==> src/rtl/burst_addr_seq.sv <==
module burst_addr_seq #(
  parameter int AW = 20
) (
  input  logic          clk,
  input  logic          rst_n,
  input  logic          adsp_n,
  input  logic          adsc_n,
  input  logic          adv_n,
  input  logic          cs1_n,
  input  logic          sel_ok,
  input  logic          ilv,
  input  logic [AW-1:0] ext_addr,
  output logic [AW-1:0] cur_addr,
  output logic          last_beat
);

  localparam int LW = 2;
  localparam logic [LW-1:0] LAST = '1;

  logic [AW-1:0] base_q;
  logic [LW-1:0] beat_q;
  logic [LW-1:0] low;
  logic          load;

  assign load = sel_ok & ((~adsp_n & ~cs1_n) | (~adsc_n & adsp_n));

  always_ff @(posedge clk or negedge rst_n) begin
    if (!rst_n) begin
      base_q <= '0;
      beat_q <= '0;
    end else if (load) begin
      base_q <= ext_addr;
      beat_q <= '0;
    end else if (!adv_n) begin
      beat_q <= beat_q + 1'b1;
    end
  end

  assign low       = ilv ? (base_q[LW-1:0] ^ beat_q) : (base_q[LW-1:0] + beat_q);
  assign cur_addr  = {base_q[AW-1:LW], low};
  assign last_beat = (beat_q == LAST);

endmodule


==> config.mk <==
export PLATFORM = sky130hd
export DESIGN_NAME = burst_addr_seq
export DESIGN_NICKNAME = d
export VERILOG_FILES = /design/src/rtl/burst_addr_seq.sv
export SDC_FILE = /design/constraint.sdc
export NUM_CORES = 1
export LEC_CHECK = 0
export BUFFER_PORTS_ARGS = -buffer_cell sky130_fd_sc_hd__clkbuf_2
export CAP_MARGIN = 20
export CORE_UTILIZATION = 46
export DETAILED_ROUTE_END_ITERATION = 12
export PLACE_DENSITY = 0.78
export SLEW_MARGIN = 20
export SYNTH_ARGS = -nofsm -noshare
export SYNTH_HDL_FRONTEND = slang
export SYNTH_SLANG_ARGS = --single-unit
==> constraint.sdc <==
create_clock -name clk -period 1.25 [get_ports clk]
set_input_delay 0.25 -clock clk [delete_from_list [all_inputs] [get_ports clk]]
set_output_delay 0.25 -clock clk [all_outputs]
set_load 0.1 [all_outputs]
==> summary.md, run 1 <==
| Metric | Value |
|---|---|
| Cell Area, Synth | `1110 sq um` |
| Crit path setup slack, layout | `-0.395 ns` |
| Max Freq | `608 MHz` |
| Wire per inst | `15.0 um` |
| RePlAce Congestion | `0.675` |
| First-pass GRT wire length | `3.46 mm` |
| Antenna Nets Post-Route | `0` |
| Clock Sink Count | `22` |
| Max-slew violations | `0` |
| FF-to-FF setup slack | `0.03 ns` |
| Worst Hold Path Cells | `2` |
| CTS tree | `yes` |
| Gr ovfl total | `0` |
| CP Capture Type | `output pin` |
| Die width | `51.0 um` |
| R2R Path End | `beat_q[1]$_DFFE_PN0P_` |
| Share of post-route cells with drive strength above 1 | `0.761` |
| Critical path data arrival time | `1.40 ns` |
| Clock tree buffer depth | `2` |
| Crit Path Category | `flop to output pin` |
| Outcome | `finished, violations left` |
| Most common cell after layout, fill and taps aside | `clkbuf_2` |
| GRT Util Overall | `0.189` |
| Sw Share | `0.449` |
| # setup viols final | `3` |
| Critical Path RT | `1.00 ns` |
| Max-cap violations | `0` |
| Root Buffer | `clkbuf_4` |
| Failing checks | `setup timing` |
| CP max FO | `2` |
| DRC Markers | `0` |
| Synthesized instance count | `73` |
| Synth area leader | `dfrtp_1` |
| Synth cell types | `12` |
| Die Span Y | `51.0 um` |
| DRT Wirelength | `2.11 mm` |
| Ant diodes | `0` |
| Filler cell count | `135` |
| Largest cells by area after synthesis | `dfrtp_1 50%, mux2_4 27%, buf_4 12%` |
| Combinational power share | `0.609` |
| Final worst clock skew | `0.0000185 ns` |
| Final worst path period share | `1.32` |
| Max-slew headroom | `0.652` |
| HP Start | `sel_ok` |
| CTS clock-pin slew for the worst setup and hold paths | `0.12 ns` |
| Count of final hold-check violations | `0` |
| Core footprint | `2230 sq um` |
| Routed via count | `672` |
| I/O pin cnt | `49` |
| DP HPWL | `1.58 mm` |
| Commonest cells after routing, fill and taps aside | `27 x clkbuf_2, 22 x dfrtp_1, 22 x buf_12` |
| Leak | `0.876 nW` |
| H-tree Lvls | `1` |
| Clock share of power | `0.135` |
| Slew @ Worst Pin | `0.523 ns` |
| Antenna violations before repair | `0` |
| Pin count of the biggest net entering global routing | `23` |
| Synth Net Count | `103` |
| PwrDens | `2270 nW/um^2` |
| Worst r2r path cells | `5` |
| Post-synthesis sequential area ratio | `0.498` |
| IO buf count | `48` |
| Worst Hold End | `beat_q[0]$_DFFE_PN0P_` |
| Unrepaired setup endpoints after global routing | `yes` |
| First-pass DRT Iterations | `2` |
| Worst hold margin | `0.148 ns` |
| Startpoint Class | `flop` |
| Num CTS Buffers | `3` |
| Synthesis-stage register bit count | `22` |
| Fin nets | `144` |
| Sequential Power Share | `0.256` |
| Clk Latency, worst-skew pair | `0.30 ns` |
| Initial core utilization | `0.495` |
| Vias per Instance | `4.77` |
| Worst IR Drop VDD | `2.06 mV` |
| Setup WS pre-CTS | `-0.104 ns` |
| FF-to-FF Start | `beat_q[0]$_DFFE_PN0P_` |
| Initial DRC count | `3` |
| Fin crit period | `1.65 ns` |
| Yosys top cell area share | `0.498` |
| Number of global-route vias before repair | `754` |
| Die Area | `2600 sq um` |
| Rows | `17` |
| Syn. warnings | `0` |
| Syn-to-layout area delta | `56.7%` |
| Internal | `0.00216 W` |
| Fin Setup TNS | `-0.936 ns` |
| Worst min-delay path category | `primary input to flop` |
| Net switching power figure | `0.00176 W` |
| Syn Area/Cell | `15.2 sq um` |
[worst max-delay path, cell delays in order (launching register included)]
cell and delay, ns:
dfrtp_1 0.45, xnor2_2 0.29, xnor2_4 0.16, buf_12 0.19
[layer usage]
metal / GRT usage / share of wire
met1: 0.204 / 0.37
met2: 0.362 / 0.56
met3: 0.0417 / 0.070
met4: 0.0556 / 0
met5: 0 / 0
[cell usage after synthesis]
cell type	number
a21oi_1	2
dfrtp_1	22
nand2_2	1
mux2_4	20
xnor2_1	2
mux2i_2	1
mux2i_1	1
xor2_1	1
buf_6	2
ha_1	2
nor2b_1	1
buf_4	18
[repair_timing]
action | 4_1_cts | 5_1_grt
setup buffers | 3 | 0
cloned | 0 | 0
pin swaps | 1 | 0
hold buffers | 1 | 0
setup endpoints to repair | 3 | 3
gates resized for setup | 4 | 2
endpoints found under the hold margin | 22 | 0
[power by group through the flow]
stage | Combinational [W] | Clock, W | Sequential (W)
after floorplan | 0.00165 | 0 | 0.000924
after global placement | 0.00224 | 0 | 0.000989
after detailed placement | 0.00227 | 0 | 0.00100
after CTS | 0.00237 | 0.000537 | 0.000995
after global routing | 0.00245 | 0.000578 | 0.00102
final | 0.00239 | 0.000530 | 0.00101
[sequential cells by signal, summed over array words and instances, names as in the netlist]
name,count
base_q,20
beat_q,2
[worst max path at each step]
stage	from	to	slack, ns	cells after the start
after floorplan	beat_q[0]$_DFFE_PN0P_	cur_addr[1]	-0.28	3
after global placement	beat_q[1]$_DFFE_PN0P_	cur_addr[1]	-0.08	3
final	beat_q[1]$_DFFE_PN0P_	cur_addr[1]	-0.40	3
after CTS	base_q[0]$_DFFE_PN0P_	cur_addr[1]	-0.37	4
after global routing	beat_q[1]$_DFFE_PN0P_	cur_addr[1]	-0.44	3
after detailed placement	beat_q[1]$_DFFE_PN0P_	cur_addr[1]	-0.10	3
[logic make-up (layout without fill, tap and decap cells)]
group / Yosys count / count (layout) / share of synthesized area
mux: 22 / 22 / 0.293
flops: 22 / 22 / 0.498
buf+inv: 20 / 60 / 0.143
xor+xnor: 3 / 3 / 0.0238
fa+ha+maj: 2 / 2 / 0.0226
compound gates: 2 / 2 / 0.00905
simple gates: 2 / 2 / 0.0113
[cell type report]
type                    count  area (sq um)  area share
clock inverters             1          30.0      0.0173
flip-flops and latches     22           551       0.318
clock buffers               3          22.5      0.0130
multi-input cells          31           457       0.264
well taps                  28          35.0      0.0202
repair buffers             56           638       0.368
[per-stage QoR]
step / std cells / cell area (sq um) / power, W / util
2_1_floorplan: 73 / 1130 / 0.00257 / -
3_3_place_gp: 133 / 1610 / 0.00323 / 0.721
3_5_place_dp: 133 / 1610 / 0.00327 / 0.721
4_1_cts: 141 / 1720 / 0.00391 / 0.770
5_1_grt: 141 / 1730 / 0.00405 / 0.776
6_report: 141 / 1730 / 0.00393 / 0.776
No activity file was read; power rests on OpenSTA's default activity.
==> run 2: changes to the inputs <==
Settings changed: CORE_ASPECT_RATIO set to 1.1, SETUP_SLACK_MARGIN set to 0.2.
==> run 2 against run 1 <==
Net effect: the flow still finishes with violations (setup timing); clock skew barely moved; clock power rose by 0.9%; wire length rose by 4.1%; design area rose by 4.7%; critical path depth rose by 1; power rose by 0.71%; critical path type unchanged.
==> summary.md, run 2 (synthesized netlist as in run 1, its figures left out) <==
| Metric | Value |
|---|---|
| Initial core utilization | `0.491 (-0.00413)` |
| FF-to-FF Start | `beat_q[0]$_DFFE_PN0P_` |
| Worst IR Drop VDD | `1.53 mV (-26%)` |
| Slew @ Worst Pin | `0.511 ns (-0.0114 ns)` |
| DP HPWL | `1.54 mm (-2.9%)` |
| Clock Sink Count | `22 (unchanged)` |
| Number of global-route vias before repair | `731 (-3.1%)` |
| Die Area | `2600 sq um (about the same)` |
| GRT Util Overall | `0.178 (-0.0110)` |
| Core footprint | `2250 sq um (+0.84%)` |
| Rows | `18 (+1)` |
| Largest register by flop count | `base_q` |
| Ant diodes | `0 (unchanged)` |
| Commonest cells after routing, fill and taps aside | `27 x clkbuf_2, 23 x buf_12, 22 x dfrtp_1` |
| PwrDens | `2180 nW/um^2 (-3.8%)` |
| Num CTS Buffers | `3 (unchanged)` |
| Worst Setup SP | `beat_q[0]$_DFFE_PN0P_` |
| CTS clock-pin slew for the worst setup and hold paths | `0.12 ns (about the same)` |
| DRT Wirelength | `2.20 mm (+4.1%)` |
| Die width | `48.8 um (-4.5%)` |
| I/O pin cnt | `49 (unchanged)` |
| Worst Hold Path Cells | `2 (unchanged)` |
| Startpoint Class | `flop` |
| DRC Markers | `0 (unchanged)` |
| Clock tree buffer depth | `2 (unchanged)` |
| RePlAce Congestion | `0.675 (+0.13%)` |
| Tot Pwr | `0.00395 W (+0.71%)` |
| Final worst clock skew | `0.000320 ns (+0.000301 ns)` |
| Worst min-delay path category | `primary input to flop` |
| Antenna violations before repair | `0 (unchanged)` |
| Antenna Nets Post-Route | `0 (unchanged)` |
| Root Buffer | `clkbuf_4` |
| Gr ovfl total | `0 (unchanged)` |
| Die Span Y | `53.4 um (+4.7%)` |
| First-pass GRT wire length | `3.32 mm (-4.0%)` |
| Initial DRC count | `10 (+7)` |
| CTS tree | `yes` |
| IO buf count | `48 (unchanged)` |
| Critical path data arrival time | `1.36 ns (-0.04 ns)` |
| Max reg flops | `20 (unchanged)` |
| Max-slew violations | `0 (unchanged)` |
| CP endpoint | `cur_addr[1]` |
| Pin count of the biggest net entering global routing | `23 (unchanged)` |
| Routed via count | `692 (+3.0%)` |
| Most common cell after layout, fill and taps aside | `clkbuf_2` |
| Max Freq | `619 MHz (+1.9%)` |
| Syn-to-layout area delta | `64.0%` |
| Critical Path RT | `1.00 ns (about the same)` |
| First-pass DRT Iterations | `5 (+3)` |
| Failing checks | `setup timing` |
| CP max FO | `2 (unchanged)` |
| Clk Latency, worst-skew pair | `0.30 ns (about the same)` |
| Count of final hold-check violations | `0 (unchanged)` |
| Outcome | `finished, violations left` |
| Crit path setup slack, layout | `-0.365 ns (+0.0308 ns)` |
| Unrepaired setup endpoints after global routing | `yes` |
| R2R Path End | `beat_q[1]$_DFFE_PN0P_` |
| Max-cap violations | `0 (unchanged)` |
| Leak | `0.923 nW (+5.5%)` |
| Fin nets | `153 (+6.3%)` |
| # setup viols final | `3 (unchanged)` |
| Fin util | `0.806 (+0.0296)` |
| Worst r2r path cells | `4 (-1)` |
| FF-to-FF setup slack | `0.17 ns (+0.14 ns)` |
| Crit Path Category | `flop to output pin` |
| Max-slew headroom | `0.659 (+0.00761)` |
| Fin crit period | `1.61 ns (-0.0308 ns)` |
| Vias per Instance | `4.55 (-4.5%)` |
| H-tree Lvls | `1 (unchanged)` |
| Wire per inst | `14.5 um (-3.5%)` |
| CP Capture Type | `output pin` |
| Final worst path period share | `1.29 (-0.0246)` |
| Share of post-route cells with drive strength above 1 | `0.779 (+0.0176)` |
| Largest registers | `base_q x20, beat_q x2` |
-- run 2: area by class of cell --
| cell class | count | area [sq um] |
|---|---|---|
| clock buffer | 3 | 22.5 |
| clock inverter | 1 | 30.0 |
| fill | 125 | 438 |
| multi-input combinational | 31 | 455 |
| sequential | 22 | 551 |
| tap | 30 | 37.5 |
| timing repair buffer | 65 | 718 |
-- run 2: how the worst min path moves through the flow --
stage                                  to  startpoint
floorplan           base_q[0]$_DFFE_PN0P_       rst_n
global placement    base_q[6]$_DFFE_PN0P_       rst_n
detailed placement  base_q[0]$_DFFE_PN0P_       rst_n
CTS                 beat_q[1]$_DFFE_PN0P_      sel_ok
global route        beat_q[1]$_DFFE_PN0P_      sel_ok
finish              beat_q[0]$_DFFE_PN0P_      sel_ok
-- run 2: where the power goes --
part           internal [W]  total (W)  switching (W)
combinational       0.00102    0.00243        0.00141
clock              0.000324   0.000535       0.000211
sequential         0.000846   0.000990       0.000144
total               0.00219    0.00395        0.00176
-- run 2: what timing repair did --
| action | 4_1_cts | 5_1_grt |
|---|---|---|
| endpoints found under the hold margin | 22 | 0 |
| pin swaps | 1 | 1 |
| resized for setup | 2 | 3 |
| hold buffers | 1 | 0 |
| setup buffers | 7 | 4 |
| endpoints found under the setup margin | 22 | 22 |
-- run 2: critical path: stages (launching register included) --
cell	delay, ns
dfrtp_1	0.38
ha_2	0.17
nor2b_4	0.18
xnor2_4	0.14
buf_12	0.19
-- run 2: layer usage --
layer,track usage,vias to the layer above,share of wire
li1,-,326,-
met1,0.202,334,0.38
met2,0.329,30,0.57
met3,0.0316,2,0.041
met4,0.0833,0,0.0077
met5,0,-,0
-- run 2: per-stage QoR --
stage | setup WS (ns) | instances | area (sq um) | setup TNS, ns | hold WS (ns)
2_1_floorplan | -0.281 | 73 | 1140 | -0.475 | -0.0456
3_3_place_gp | -0.0830 | 136 | 1640 | -0.909 | 0.240
3_5_place_dp | -0.107 | 136 | 1640 | -1.26 | 0.245
4_1_cts | -0.383 | 148 | 1770 | -0.877 | 0.149
5_1_grt | -0.434 | 152 | 1810 | -0.957 | 0.141
6_report | -0.365 | 152 | 1810 | -0.791 | 0.163
